$ cat src/rtl/addr_guard_pkg.sv
`timescale 1ns/1ps
package addr_guard_pkg;
  // layout constants that software decodes
  localparam int CODE_W      = 5;
  localparam int CODE_MIN    = 9;
  localparam int CODE_MAX    = 21;
  localparam int BASE_LSB    = 9;
  localparam int PRIV_WR_LSB = 0;
  localparam int PRIV_GWR    = 9;
  localparam int PRIV_RD_LSB = 10;
  localparam int PRIV_GRD    = 19;
  localparam int PRIV_TEST   = 30;
  localparam int PRIV_EN     = 31;
  localparam int IRQ_RD_BIT  = 0;
  localparam int IRQ_WR_BIT  = 1;

  typedef struct packed {
    logic rdViol;
    logic wrViol;
  } violation_t;

  typedef struct packed {
    logic captureAddr;
    logic rdFlag;
    logic wrFlag;
  } ctlStrobe_t;
endpackage

$ cat src/rtl/addr_guard_dp.sv
`timescale 1ns/1ps
module addr_guard_dp
  import addr_guard_pkg::*;
#(
  parameter int NUM_WIN = 6,
  parameter int ADDR_W  = 32,
  parameter int SEL_W   = 4
) (
  input  logic              clk,
  input  logic              rstN,
  input  logic              regWe,
  input  logic [SEL_W-1:0]  regSel,
  input  logic [ADDR_W-1:0] regWdata,
  input  logic              busValid,
  input  logic              busWrite,
  input  logic [ADDR_W-1:0] busAddr,
  input  ctlStrobe_t        strb,
  output violation_t        viol,
  output logic [ADDR_W-1:0] regRdata
);
  localparam int SEL_PRIV  = NUM_WIN;
  localparam int SEL_VADDR = NUM_WIN + 1;
  localparam int SEL_IRQ   = NUM_WIN + 2;
  localparam logic [ADDR_W-1:0] RANGE_KEEP =
    {{(ADDR_W-BASE_LSB){1'b1}}, {(BASE_LSB-CODE_W){1'b0}}, {CODE_W{1'b1}}};

  logic [ADDR_W-1:0] rangeQ [NUM_WIN];
  logic [ADDR_W-1:0] privQ;
  logic [ADDR_W-1:0] vaddrQ;

  always_ff @(posedge clk or negedge rstN) begin
    if (!rstN) begin
      for (int i = 0; i < NUM_WIN; i++) rangeQ[i] <= '0;
      privQ  <= '0;
    end else if (regWe) begin
      for (int i = 0; i < NUM_WIN; i++)
        if (regSel == SEL_W'(i)) rangeQ[i] <= regWdata & RANGE_KEEP;
      if (regSel == SEL_W'(SEL_PRIV)) privQ <= regWdata;
    end
  end

  always_ff @(posedge clk or negedge rstN) begin
    if (!rstN)                 vaddrQ <= '0;
    else if (strb.captureAddr) vaddrQ <= busAddr;
  end

  // window decode, one comparator per window
  logic [NUM_WIN-1:0] inWin, grantRd, grantWr;
  for (genvar g = 0; g < NUM_WIN; g++) begin : g_win
    logic [CODE_W-1:0] code;
    logic              codeOk;
    logic [ADDR_W-1:0] sizeMask;
    assign code     = rangeQ[g][CODE_W-1:0];
    assign codeOk   = (code >= CODE_W'(CODE_MIN)) && (code <= CODE_W'(CODE_MAX));
    assign sizeMask = ~((ADDR_W'(1) << code) - ADDR_W'(1));
    assign inWin[g]   = codeOk && (((busAddr ^ rangeQ[g]) & sizeMask) == '0);
    assign grantRd[g] = inWin[g] && privQ[PRIV_RD_LSB + g];
    assign grantWr[g] = inWin[g] && privQ[PRIV_WR_LSB + g];
  end

  logic anyIn, rdOk, wrOk, active;
  assign anyIn  = |inWin;
  assign rdOk   = anyIn ? (|grantRd) : privQ[PRIV_GRD];
  assign wrOk   = anyIn ? (|grantWr) : privQ[PRIV_GWR];
  assign active = privQ[PRIV_EN] | privQ[PRIV_TEST];
  assign viol.rdViol = busValid && !busWrite && active && !rdOk;
  assign viol.wrViol = busValid &&  busWrite && active && !wrOk;

  always_comb begin
    regRdata = '0;
    for (int i = 0; i < NUM_WIN; i++)
      if (regSel == SEL_W'(i)) regRdata = rangeQ[i];
    if (regSel == SEL_W'(SEL_PRIV))  regRdata = privQ;
    if (regSel == SEL_W'(SEL_VADDR)) regRdata = vaddrQ;
    if (regSel == SEL_W'(SEL_IRQ)) begin
      regRdata[IRQ_RD_BIT] = strb.rdFlag;
      regRdata[IRQ_WR_BIT] = strb.wrFlag;
    end
  end

  // a granting window always wins
  p_inside_granted_r5: assert property (@(posedge clk) disable iff (!rstN)
    (busValid && !busWrite && (|grantRd)) |-> !viol.rdViol)
    else $error("granted read flagged");
  // fallback write grant covers addresses outside every window
  p_outside_global_r6: assert property (@(posedge clk) disable iff (!rstN)
    (busValid && busWrite && !anyIn && privQ[PRIV_GWR]) |-> !viol.wrViol)
    else $error("fallback write flagged");
  // nothing is flagged while checking is off
  p_quiet_off_r7: assert property (@(posedge clk) disable iff (!rstN)
    (!privQ[PRIV_EN] && !privQ[PRIV_TEST]) |-> (!viol.rdViol && !viol.wrViol))
    else $error("violation while disabled");
endmodule

$ cat src/rtl/addr_guard_ctl.sv
`timescale 1ns/1ps
module addr_guard_ctl
  import addr_guard_pkg::*;
#(
  parameter int NUM_WIN = 6,
  parameter int SEL_W   = 4
) (
  input  logic             clk,
  input  logic             rstN,
  input  logic             regWe,
  input  logic [SEL_W-1:0] regSel,
  input  logic [1:0]       clrReq,
  input  violation_t       viol,
  output ctlStrobe_t       strb,
  output logic             irqRdViol,
  output logic             irqWrViol
);
  localparam int SEL_IRQ = NUM_WIN + 2;

  logic rdQ, wrQ, clrSel, clrRd, clrWr, keepRd, keepWr;
  assign clrSel = regWe && (regSel == SEL_W'(SEL_IRQ));
  assign clrRd  = clrSel && clrReq[IRQ_RD_BIT];
  assign clrWr  = clrSel && clrReq[IRQ_WR_BIT];
  assign keepRd = rdQ && !clrRd;
  assign keepWr = wrQ && !clrWr;

  always_ff @(posedge clk or negedge rstN) begin
    if (!rstN) begin
      rdQ <= 1'b0;
      wrQ <= 1'b0;
    end else begin
      rdQ <= keepRd || viol.rdViol;
      wrQ <= keepWr || viol.wrViol;
    end
  end

  assign strb.captureAddr = (viol.rdViol || viol.wrViol) && !(keepRd || keepWr);
  assign strb.rdFlag      = rdQ;
  assign strb.wrFlag      = wrQ;
  assign irqRdViol        = rdQ;
  assign irqWrViol        = wrQ;

  // flag holds without a clear
  p_rd_sticky_r8: assert property (@(posedge clk) disable iff (!rstN)
    (irqRdViol && !(regWe && regSel == SEL_W'(SEL_IRQ) && clrReq[IRQ_RD_BIT])) |=> irqRdViol)
    else $error("read flag dropped");
  // a flag only rises after a violation
  p_wr_cause_r8: assert property (@(posedge clk) disable iff (!rstN)
    $rose(irqWrViol) |-> $past(viol.wrViol))
    else $error("write flag without cause");
  // a new violation beats a same-cycle clear
  p_set_wins_r10: assert property (@(posedge clk) disable iff (!rstN)
    viol.rdViol |=> irqRdViol)
    else $error("read violation lost");
endmodule

$ cat src/rtl/addr_guard.sv
`timescale 1ns/1ps
module addr_guard
  import addr_guard_pkg::*;
#(
  parameter int NUM_WIN = 6,
  parameter int ADDR_W  = 32,
  parameter int SEL_W   = 4
) (
  input  logic              clk,
  input  logic              rstN,
  input  logic              regWe,
  input  logic [SEL_W-1:0]  regSel,
  input  logic [ADDR_W-1:0] regWdata,
  output logic [ADDR_W-1:0] regRdata,
  input  logic              busValid,
  input  logic              busWrite,
  input  logic [ADDR_W-1:0] busAddr,
  output logic              irqRdViol,
  output logic              irqWrViol
);
  violation_t viol;
  ctlStrobe_t strb;

  addr_guard_dp #(.NUM_WIN(NUM_WIN), .ADDR_W(ADDR_W), .SEL_W(SEL_W)) dp_i (
    .clk(clk), .rstN(rstN), .regWe(regWe), .regSel(regSel), .regWdata(regWdata),
    .busValid(busValid), .busWrite(busWrite), .busAddr(busAddr),
    .strb(strb), .viol(viol), .regRdata(regRdata)
  );

  addr_guard_ctl #(.NUM_WIN(NUM_WIN), .SEL_W(SEL_W)) ctl_i (
    .clk(clk), .rstN(rstN), .regWe(regWe), .regSel(regSel), .clrReq(regWdata[1:0]),
    .viol(viol), .strb(strb), .irqRdViol(irqRdViol), .irqWrViol(irqWrViol)
  );
endmodule

$ cat config.mk
export PLATFORM = sky130hd
export DESIGN_NAME = addr_guard
export DESIGN_NICKNAME = d
export VERILOG_FILES = /design/src/rtl/addr_guard_pkg.sv /design/src/rtl/addr_guard_dp.sv /design/src/rtl/addr_guard_ctl.sv /design/src/rtl/addr_guard.sv
export SDC_FILE = /design/constraint.sdc
export NUM_CORES = 1
export LEC_CHECK = 0
export BUFFER_PORTS_ARGS = -buffer_cell sky130_fd_sc_hd__buf_2
export CAP_MARGIN = 20
export CORE_ASPECT_RATIO = 0.8
export CORE_MARGIN = 2
export CORE_UTILIZATION = 35
export DETAILED_ROUTE_END_ITERATION = 8
export PLACE_DENSITY_LB_ADDON = 0.25
export SETUP_SLACK_MARGIN = 0.2
export SLEW_MARGIN = 20
export SYNTH_ARGS = -nofsm -noshare
export SYNTH_HDL_FRONTEND = slang
export SYNTH_SLANG_ARGS = --single-unit
$ cat constraint.sdc
create_clock -name clk -period 11.8 [get_ports clk]
set_clock_uncertainty 0.2 [all_clocks]
set_input_delay 1.77 -clock clk [delete_from_list [all_inputs] [get_ports clk]]
set_output_delay 1.77 -clock clk [all_outputs]
set_load 0.02 [all_outputs]
==> impl_results.md, run 1 <==
- Status: completed
- Drt wl/cell: 29.6 um
- DP HPWL: 45.6 mm
- Combinational Power Share: 0.377
- DRC Markers: 0
- Antenna Cells: 0
- Ranking of synthesized cells by area: dfrtp_1 (37%), mux2_2 (14%), xor2_1 (5.2%)
- Peak Freq: 0.163 GHz
- First-pass GRT wire length: 95.2 mm
- Final setup fails: 0
- Max_cap viols: 0
- CP arrival: 6.39 ns
- Int Pwr: 2100 uW
- First DRT Iteration DRCs: 1693
- First-pass iteration count of the detailed router: 6
- Critical path data required time: 12.04 ns
- #FFs+latches synth: 234
- CP Class: register to register
- Hold Fails Final Rpt: 0
- Detailed-route wire length: 65.7 mm
- Critical Path Source Type: register
- Finished Core Util: 0.397
- # resized after CTS: 0
- Hold WC Path Type: register to register
- Slack of the critical path: 5.65 ns
- Postcts setup bufs: 0
- Crit end category: register
- Avg Inst Size Synth: 9.99 um2
- Vias in the first global route: 13300
- Top routing layer used: met5
- Switching Power: 1400 uW
- Antenna violations before repair: 4
- Clock Latency Late Sink: 0.57 ns
- Die area: 47100 um2
- CTS root buf: clkbuf_16
- CP top delay family: simple AND/OR/NAND/NOR gates
- Layout area overhead: 11.6%
- Core area: 44600 um2
- Worst-path cell chain: nor4_2, nand2_1, ha_1, nor2_1, a21boi_1, o221ai_1, o311ai_0, or4_1, nor4_2, a22o_1, a2111oi_4, o21ai_4, buf_4, mux2_4
- Actual slew at the worst max-slew pin: 1.04 ns
- PwrDens: 197 nW/um2
- GRT overflow: 0
- Htree depth: 1
- CTS tree: done
- Mapped Cells: 1590
- Tcrit/Tclk final: 0.521
- Slew headroom: 0.307
- Bufs on Longest Clock Path: 3
- Max stage delay on crit path: 0.73 ns
- Worst-path clk slew: 0.06 ns
- DRT antenna net count: 0
- Largest net degree at the start of global routing: 96
- Sequential Power Share: 0.366
- Die width: 242 um
- Total GRT Usage: 0.271
- Nets: 1675
- Switching Fraction: 0.400
- Cell mode on critical path: nor4_2
- Crit-path max FO: 27
- Sink Count: 234
- Met3 routed WL: 7.16 mm
- Routed via count: 14000
- Fin area: 17700 um2
- RSZ-0062 raised after global routing: false
- Crit path buf inv count: 1
- Starting Density: 0.356
- VDD IR max: 104 uV
- Placed cell area: 16800 um2
- TNS Setup: 0 ns
- Clock share of power: 0.256
- Post-synth top area share: 0.369
- Leakage: 0.00734 uW
- # IOs: 107
- Post-Syn Area: 15900 um2
- DRT met1 WL: 28.3 mm
- Pre-CTS WS: 5.86 ns
- Post-synth ARST share: 1.00
- Synth area leader: dfrtp_1
- TritonCTS buffer count: 26
- Min Tclk post-route: 6.15 ns
- Hold bufs inserted after CTS: 0
- Most used DFF post-synth: dfrtp_1
- Post-synth EDFFs: 0
- Port Buffers: 106
- Die Ht: 195 um
- Final Max Tran Viols: 0
- Sequential share of the synthesized area: 0.369
- Filler cell count: 4439
- Avg Vias per Cell: 6.33
- Yosys warning count: 0
- Tot Pwr: 3500 uW
- Syn nets: 1669
- Row Count: 69
- Met2 wire len: 28.1 mm
- Gpl congestion: 1.04
- Synth cell types: 86
- Slowest-stage cell, CP: dfrtp_1
- Layout cell share with drive strength beyond 1: 0.268
[layer usage]
layer / up-vias / GRT usage
met5: - / 0
met4: 4 / 0.0814
met3: 117 / 0.0732
met2: 764 / 0.400
met1: 7164 / 0.387
li1: 5987 / -
[registers in the layout, summed over array words and instances (netlist names)]
| name | count |
|---|---|
| dp_i.privQ | 32 |
| dp_i.g_win.code | 30 |
| dp_i.vaddrQ | 32 |
| ctl_i.irqWrViol | 1 |
| ctl_i.irqRdViol | 1 |
| dp_i.rangeQ | 138 |
[cells in the mapped netlist (7+ instances only)]
| master | number |
|---|---|
| or2_1 | 7 |
| a221oi_1 | 9 |
| mux2_4 | 30 |
| nand2b_1 | 9 |
| nor2_1 | 58 |
| o31ai_1 | 9 |
| and2_1 | 12 |
| mux2i_1 | 7 |
| a22oi_1 | 78 |
| or4_1 | 8 |
| a21boi_0 | 12 |
| nor3b_1 | 10 |
| or3_1 | 18 |
| o2111ai_1 | 9 |
| a21o_1 | 11 |
| a211oi_1 | 9 |
| o22ai_1 | 7 |
| nor4_1 | 14 |
| a221o_1 | 19 |
| nor4b_1 | 10 |
| a21oi_1 | 58 |
| buf_2 | 32 |
| o211ai_1 | 9 |
| buf_1 | 12 |
| nor2b_1 | 15 |
| a222oi_1 | 11 |
| mux2_2 | 200 |
| xor2_1 | 94 |
| inv_1 | 19 |
| xnor2_1 | 60 |
| a31oi_1 | 15 |
| clkbuf_1 | 109 |
| o21ai_1 | 12 |
| a2111oi_0 | 7 |
| nand2_1 | 73 |
| dfrtp_1 | 234 |
| o21ai_0 | 61 |
| a22o_1 | 16 |
| nor3_1 | 25 |
| nand3_1 | 44 |
| nand4_1 | 15 |
[power by group through the flow]
stage	Combinational [uW]	Clock, uW	Sequential (uW)
2_1_floorplan	943	0	1160
3_3_place_gp	1280	0	1280
3_5_place_dp	1280	0	1280
4_1_cts	1290	910	1270
5_1_grt	1400	941	1310
6_report	1320	898	1280
[worst paths after layout]
| kind | end | slack (ns) | startpoint | cells after the start |
|---|---|---|---|---|
| max reg2reg | dp_i.vaddrQ[22] | 5.65 | dp_i.g_win[0].code[2] | 14 |
| max | dp_i.vaddrQ[22] | 5.65 | dp_i.g_win[0].code[2] | 14 |
| min in group asynchronous | dp_i.g_win[0].code[1] | 1.02 | rstN | 1 |
| min | dp_i.privQ[23] | 0.31 | dp_i.privQ[23] | 1 |
| max in group asynchronous | dp_i.privQ[16] | 8.85 | rstN | 2 |
| min reg2reg | dp_i.privQ[23] | 0.31 | dp_i.privQ[23] | 1 |
[final cells by class]
| type | count | area [um2] | share of cell area |
|---|---|---|---|
| sequential | 234 | 5860 | 0.330 |
| tap | 603 | 754 | 0.0426 |
| multi-input combinational | 1177 | 9350 | 0.527 |
| inverter | 20 | 75.1 | 0.00423 |
| timing repair buffer | 137 | 773 | 0.0436 |
| clock buffer | 37 | 773 | 0.0436 |
| clock inverter | 8 | 151 | 0.00854 |
[layout by cell type, fill, tap and decap left out, types with 18 or more instances in the layout]
cell / n
a21oi_1: 58
a221o_1: 19
a22oi_1: 78
buf_2: 105
buf_4: 31
clkbuf_16: 27
dfrtp_1: 234
inv_1: 19
mux2_2: 200
mux2_4: 30
nand2_1: 72
nand3_1: 44
nor2_1: 57
nor3_1: 23
o21ai_0: 61
or3_1: 18
xnor2_1: 60
xor2_1: 94
[worst reg2reg max path, cell delays in order, from the launching register on]
cell	delay, ns
dfrtp_1	0.73
nor4_2	0.60
nand2_1	0.11
ha_1	0.50
nor2_1	0.43
a21boi_1	0.12
o221ai_1	0.32
o311ai_0	0.19
or4_1	0.44
nor4_2	0.47
a22o_1	0.29
a2111oi_4	0.09
o21ai_4	0.56
buf_4	0.55
mux2_4	0.41
[through the flow]
step,cells,hold slack (ns)
6_report,2216,0.307
5_1_grt,2216,0.323
3_3_place_gp,2171,0.276
4_1_cts,2216,0.307
3_5_place_dp,2171,0.291
2_1_floorplan,1590,0.264
[cell families (layout without fill, tap and decap cells)]
family,Yosys count,count (layout),share of synthesized area
xor+xnor,154,154,0.0849
simple gates,347,347,0.119
buf+inv,179,202,0.0469
flops,234,234,0.369
mux,239,239,0.176
compound gates,431,431,0.199
fa+ha+maj,6,6,0.00473
No activity file was read; power rests on OpenSTA's default activity.
==> run 2: changes to the inputs <==
clock period = 5.6 ns   (was 11.8 ns; I/O delays follow)
==> impl_results.md, run 2 (synthesized netlist as in run 1, its figures left out) <==
- # IOs: 107 (unchanged)
- Worst-path cell chain: nor4_2, nand2_1, ha_1, nor2_1, a21boi_1, o221ai_1, o311ai_0, or4_1, nor4_2, nor4_2, a2111oi_4, o21ai_4, buf_4, mux2_4 (was nor4_2, nand2_1, ha_1, nor2_1, a21boi_1, o221ai_1, o311ai_0, or4_1, nor4_2, a22o_1, a2111oi_4, o21ai_4, buf_4, mux2_4)
- Slowest-stage cell, CP: nor4_2 (was dfrtp_1)
- Die width: 242 um (unchanged)
- Max stage delay on crit path: 0.62 ns (was 0.73 ns)
- Sink Count: 234 (unchanged)
- CP Depth: 14 (unchanged)
- DRC Markers: 0 (unchanged)
- PwrDens: 412 nW/um2 (was 197 nW/um2)
- Antenna violations before repair: 7 (was 4)
- Leakage: 0.00745 uW (was 0.00734 uW)
- DP HPWL: 47.0 mm (was 45.6 mm)
- Most frequent cells in the layout: dfrtp_1 (234), mux2_2 (200), buf_2 (105), xor2_1 (94), a22oi_1 (78) (unchanged)
- Min Tclk post-route: 5.09 ns (was 6.15 ns)
- Avg Vias per Cell: 6.27 (was 6.33)
- Clock Latency Late Sink: 0.57 ns (about the same)
- Critical Path Source Type: register (unchanged)
- Nets: 1700 (was 1675)
- Fin area: 17900 um2 (was 17700 um2)
- GRT overflow: 0 (unchanged)
- Hold Fails Final Rpt: 0 (unchanged)
- DRT antenna net count: 0 (unchanged)
- Slack of the critical path: 0.515 ns (was 5.65 ns)
- Largest regs: dp_i.rangeQ: 138 flops, dp_i.privQ: 32 flops, dp_i.vaddrQ: 32 flops (unchanged)
- First-pass GRT wire length: 95.8 mm (was 95.2 mm)
- Core area: 44600 um2 (unchanged)
- Crit path buf inv count: 1 (unchanged)
- Largest net degree at the start of global routing: 118 (was 96)
- Placed cell area: 17000 um2 (was 16800 um2)
- Hold WC Path Type: primary input to async pin (was register to register)
- Filler cell count: 4431 (was 4439)
- Die Ht: 195 um (unchanged)
- Layout cell share with drive strength beyond 1: 0.283 (was 0.268)
- Bufs on Longest Clock Path: 3 (unchanged)
- Layout area overhead: 12.8% (was 11.6%)
- Row Count: 69 (unchanged)
- Die area: 47100 um2 (unchanged)
- CP Class: register to register (unchanged)
- Sequential Power Share: 0.350 (was 0.366)
- Routed via count: 14100 (was 14000)
- Final Max Tran Viols: 0 (unchanged)
- Htree depth: 1 (unchanged)
- CP arrival: 5.33 ns (was 6.39 ns)
- Status: completed (unchanged)
- Postcts setup bufs: 0 (unchanged)
- Multi-input gate area: 9350 um2 (about the same)
- Most flops, register: dp_i.rangeQ (unchanged)
- Switching Power: 2970 uW (was 1400 uW)
- Peak Freq: 0.197 GHz (was 0.163 GHz)
- Hold_ws: 0.0447 ns (was 0.307 ns)
- Commonest non-fill, non-tap cell in the layout: dfrtp_1 (unchanged)
- Int Pwr: 4420 uW (was 2100 uW)
- CP top delay family: simple AND/OR/NAND/NOR gates (unchanged)
- Crit end category: register (unchanged)
- Largest register FFs: 138 (unchanged)
- Worst-path clk slew: 0.06 ns (about the same)
- Switching Fraction: 0.402 (was 0.400)
- Crit-path max FO: 20 (was 27)
- TNS Setup: 0 ns (unchanged)
- TritonCTS buffer count: 27 (was 26)
- Critical path data required time: 5.84 ns (was 12.04 ns)
- Clock share of power: 0.254 (was 0.256)
- Starting Density: 0.356 (unchanged)
- RSZ-0062 raised after global routing: false (unchanged)
- Slew headroom: 0.317 (was 0.307)
- CTS tree: done (unchanged)
- Drt wl/cell: 29.4 um (was 29.6 um)
- First DRT Iteration DRCs: 1710 (was 1693)
- CTS root buf: clkbuf_16 (unchanged)
- Cell mode on critical path: nor4_2 (unchanged)
- Tcrit/Tclk final: 0.908 (was 0.521)
- Detailed-route wire length: 66.0 mm (was 65.7 mm)
- Max_cap viols: 0 (unchanged)
- Actual slew at the worst max-slew pin: 1.03 ns (was 1.04 ns)
- Port Buffers: 106 (unchanged)
- Sequential Area: 5860 um2 (unchanged)
- Total GRT Usage: 0.273 (was 0.271)
- Final setup fails: 0 (unchanged)
- Combinational Power Share: 0.396 (was 0.377)
- Worst r2r path cells: 14 (unchanged)
- Vias in the first global route: 13400 (was 13300)
- Pre-CTS WS: 0.511 ns (was 5.86 ns)
- First-pass iteration count of the detailed router: 8 (was 6)
- VDD IR max: 216 uV (was 104 uV)
- Gpl congestion: 0.951 (was 1.04)
run 2: cell types whose count changed in the layout (fill, tap and decap cells not counted), sizes merged:
cell / previous run / this run
clkbuf: 37 / 36
inv: 20 / 21
clkinvlp: 0 / 3
bufinv: 4 / 3
clkinv: 4 / 7
diode: 0 / 1
buf: 137 / 161
run 2: cell type report:
cell class,count,area share
multi-input combinational,1177,0.522
clock buffer,36,0.0424
antenna,1,0.000140
timing repair buffer,161,0.0539
clock inverter,14,0.00894
tap,603,0.0421
inverter,20,0.00419
sequential,234,0.327
run 2: power groups by stage:
stage / combinational (uW) / sequential [uW] / clock (uW)
floorplan: 1990 / 2440 / 0
global placement: 2840 / 2580 / 0
detailed placement: 2840 / 2600 / 0
CTS: 2850 / 2570 / 1900
global route: 3110 / 2640 / 1970
finish: 2930 / 2590 / 1870
run 2: repair_timing:
action	CTS	global route
endpoints found under the hold margin	0	0
gates resized for setup	0	2
setup endpoints to repair	0	20
hold buffers	0	0
run 2: final timing paths:
kind	from	end	slack, ns
max reg2reg	dp_i.g_win[0].code[4]	dp_i.vaddrQ[27]	0.51
min reg2reg	dp_i.vaddrQ[31]	dp_i.vaddrQ[31]	0.30
max in group asynchronous	rstN	dp_i.rangeQ[51]	4.03
min	rstN	dp_i.g_win[2].code[0]	0.04
max	dp_i.g_win[0].code[4]	dp_i.vaddrQ[27]	0.51
min in group clk	dp_i.vaddrQ[31]	dp_i.vaddrQ[31]	0.30
run 2: per-stage QoR:
stage | instances | util | total power, uW
2_1_floorplan | 1590 | - | 4430
3_3_place_gp | 2195 | 0.381 | 5420
3_5_place_dp | 2195 | 0.381 | 5440
4_1_cts | 2245 | 0.401 | 7330
5_1_grt | 2245 | 0.401 | 7720
6_report | 2246 | 0.402 | 7390
run 2: routing by layer:
layer  track usage  vias up  routed length (um)
met3        0.0532      111                5840
met2         0.393      666               27600
met1         0.406     7255               30300
met4        0.0896        2                2370
li1              -     6052                   -
met5             0        -                  13
==> run 3: changes to the inputs <==
ABC_AREA = 1   (was default)
==> impl_results.md, run 3 <==
- Largest register FFs: 138 (unchanged)
- Filler cell count: 5117 (was 4431)
- Bufs on Longest Clock Path: 3 (unchanged)
- Die area: 49600 um2 (was 47100 um2)
- Max_cap viols: 0 (unchanged)
- Crit-path max FO: 32 (was 20)
- Cell with the most instances after synthesis: nand2_1 (was dfrtp_1)
- Critical path data required time: 5.91 ns (was 5.84 ns)
- CTS tree: done (unchanged)
- Worst-path cell chain: inv_1, nand2_1, nor2_1, nand2_1, ha_1, nand3_2, nor2_2, nand3b_1, nand3_1, nand2_1, nor3_1, nand3_1, nand2_1, nor2_1, nand3_1, nand2_2, nand2_4, buf_4, nand3_1, nand2_1 (was nor4_2, nand2_1, ha_1, nor2_1, a21boi_1, o221ai_1, o311ai_0, or4_1, nor4_2, nor4_2, a2111oi_4, o21ai_4, buf_4, mux2_4)
- Synth cell types: 55 (was 86)
- Post-synth EDFFs: 0 (unchanged)
- Routed via count: 18000 (was 14100)
- CP Class: register to register (unchanged)
- Leakage: 0.00913 uW (was 0.00745 uW)
- RSZ-0062 raised after global routing: false (unchanged)
- Avg Inst Size Synth: 6.71 um2 (was 9.99 um2)
- Layout cell share with drive strength beyond 1: 0.0978 (was 0.283)
- Actual slew at the worst max-slew pin: 1.12 ns (was 1.03 ns)
- Post-Syn Area: 16700 um2 (was 15900 um2)
- Htree depth: 1 (unchanged)
- Pre-CTS WS: 1.24 ns (was 0.511 ns)
- Port Buffers: 106 (unchanged)
- Gpl congestion: 0.984 (was 0.951)
- Hold WC Path Type: primary input to async pin (unchanged)
- Status: completed (unchanged)
- #FFs+latches synth: 234 (unchanged)
- Total GRT Usage: 0.299 (was 0.273)
- Ranking of synthesized cells by area: dfrtp_1 (35%), nand2_1 (17%), o21ai_0 (8.5%) (was dfrtp_1 (37%), mux2_2 (14%), xor2_1 (5.2%))
- Crit end category: register (unchanged)
- Most frequent cells in the layout: nand2_1 (750), o21ai_0 (285), nand3_1 (249), dfrtp_1 (234), nor2_1 (209) (was dfrtp_1 (234), mux2_2 (200), buf_2 (105), xor2_1 (94), a22oi_1 (78))
- Tcrit/Tclk final: 0.786 (was 0.908)
- Slowest-stage cell, CP: dfrtp_1 (was nor4_2)
- Nets: 2606 (was 1700)
- Cell mode on critical path: nand2_1 (was nor4_2)
- # resized after CTS: 0 (unchanged)
- Postcts setup bufs: 0 (unchanged)
- Core area: 47100 um2 (was 44600 um2)
- Post-synth ARST share: 1.00 (unchanged)
- Starting Density: 0.355 (was 0.356)
- Cell count after placement: 3118 (was 2195)
- Sink Count: 234 (unchanged)
- TNS Setup: 0 ns (unchanged)
- Most used DFF post-synth: dfrtp_1 (unchanged)
- Commonest non-fill, non-tap cell in the layout: nand2_1 (was dfrtp_1)
- TritonCTS buffer count: 27 (unchanged)
- Largest net degree at the start of global routing: 133 (was 118)
- PwrDens: 393 nW/um2 (was 412 nW/um2)
- Final setup fails: 0 (unchanged)
- Antenna violations before repair: 3 (was 7)
- Hold bufs inserted after CTS: 0 (unchanged)
- Final Instance Count excl. Fillers: 3166 (was 2246)
- DRC Markers: 0 (unchanged)
- CP arrival: 4.71 ns (was 5.33 ns)
- Worst-path clk slew: 0.07 ns (was 0.06 ns)
- Die Ht: 200 um (was 195 um)
- First-pass GRT wire length: 111 mm (was 95.8 mm)
- Mapped Cells: 2496 (was 1590)
- VDD IR max: 230 uV (was 216 uV)
- Slew headroom: 0.250 (was 0.317)
- Vias in the first global route: 16300 (was 13400)
- Syn nets: 2575 (was 1669)
- DP HPWL: 55.9 mm (was 47.0 mm)
- # IOs: 107 (unchanged)
- Detailed-route wire length: 75.1 mm (was 66.0 mm)
- Peak Freq: 0.227 GHz (was 0.197 GHz)
- Sequential share of the synthesized area: 0.350 (was 0.369)
- Layout area overhead: 11.5% (was 12.8%)
- Yosys warning count: 0 (unchanged)
- Post-synth top area share: 0.350 (was 0.369)
- Hold Fails Final Rpt: 0 (unchanged)
- Most flops, register: dp_i.rangeQ (unchanged)
- Slack of the critical path: 1.20 ns (was 0.515 ns)
- Clock Latency Late Sink: 0.58 ns (was 0.57 ns)
- DRT antenna net count: 0 (unchanged)
- Final Max Tran Viols: 0 (unchanged)
- First DRT Iteration DRCs: 2411 (was 1710)
- First-pass iteration count of the detailed router: 6 (was 8)
- CTS root buf: clkbuf_16 (unchanged)
- Max stage delay on crit path: 0.65 ns (was 0.62 ns)
- Min Tclk post-route: 4.40 ns (was 5.09 ns)
- Critical Path Source Type: register (unchanged)
- Avg Vias per Cell: 5.67 (was 6.27)
- List of most frequent post-synthesis cells: nand2_1 (751), o21ai_0 (285), nand3_1 (249), dfrtp_1 (234), nor2_1 (213) (was dfrtp_1 (234), mux2_2 (200), clkbuf_1 (109), xor2_1 (94), a22oi_1 (78))
- Row Count: 71 (was 69)
- GRT overflow: 0 (unchanged)
- Largest regs: dp_i.rangeQ: 138 flops, dp_i.privQ: 32 flops, dp_i.vaddrQ: 32 flops (unchanged)
- Synth area leader: dfrtp_1 (unchanged)
- Drt wl/cell: 23.7 um (was 29.4 um)
- Die width: 248 um (was 242 um)
[run 3: changes by cell type in the layout (fill, tap and decap cells not counted), moves of 36 or more]
| cell | previous run | this run |
|---|---|---|
| xnor2_1 | 60 | 24 |
| o21ai_0 | 61 | 285 |
| nand2_1 | 72 | 750 |
| nand3_1 | 44 | 249 |
| a22oi_1 | 78 | 2 |
| nor2_1 | 56 | 209 |
| mux2_2 | 200 | 4 |
| inv_1 | 19 | 191 |
| nand4_1 | 15 | 51 |
[run 3: path summary, 6_finish.rpt]
path	start	end	slack [ns]	depth (start not counted)
worst max-delay path	dp_i.g_win[5].code[1]	dp_i.vaddrQ[24]	1.20	20
worst min-delay path	rstN	dp_i.g_win[2].code[2]	0.02	1
worst max register to register	dp_i.g_win[5].code[1]	dp_i.vaddrQ[24]	1.20	20
worst min register to register	dp_i.vaddrQ[12]	dp_i.vaddrQ[12]	0.27	2
max in group asynchronous	rstN	dp_i.vaddrQ[25]	4.00	2
min in group clk	dp_i.vaddrQ[12]	dp_i.vaddrQ[12]	0.27	2
[run 3: cells by family after synthesis]
logic type      count (synthesis)  share of synthesized area
compound gates                420                      0.140
xor+xnor                      136                     0.0712
fa+ha+maj                       6                    0.00449
buf+inv                       340                     0.0819
flops                         234                      0.350
mux                             4                    0.00269
simple gates                 1356                      0.349
[run 3: routing by layer]
| layer | track usage | wire [um] |
|---|---|---|
| met3 | 0.0426 | 6950 |
| met5 | 0 | 12 |
| met2 | 0.445 | 31200 |
| met1 | 0.448 | 34500 |
| met4 | 0.0832 | 2420 |
[run 3: power breakdown]
group | leakage [uW] | internal (uW) | switching [uW]
combinational | 0.00569 | 875 | 1960
clock | 0.000470 | 1140 | 792
sequential | 0.00296 | 2090 | 461
[run 3: final cells by class]
class                   count  area, um2  area share
inverters                 207        777      0.0416
clock inverters            14        188      0.0101
diodes                      1       2.50    0.000134
clock buffers              33        758      0.0406
repair buffers            135        783      0.0420
multi-input cells        1922       9520       0.510
well taps                 620        776      0.0416
flip-flops and latches    234       5860       0.314
[run 3: through the flow]
| step | area [um2] | power, uW | util | hold WS (ns) |
|---|---|---|---|---|
| finish | 18700 | 7330 | 0.396 | 0.0250 |
| detailed placement | 17700 | 5320 | 0.376 | 0.259 |
| floorplan | 16700 | 4340 | - | 0.242 |
| global route | 18700 | 7770 | 0.396 | 0.0534 |
| CTS | 18700 | 7260 | 0.396 | 0.0232 |
| global placement | 17700 | 5300 | 0.376 | 0.256 |
[run 3: worst max-delay path: cells and delay by family (launching register included)]
family | cells | cell delay, ns
buf+inv | 2 | 0.62
simple gates | 17 | 2.59
fa+ha+maj | 1 | 0.26
flops | 1 | 0.65
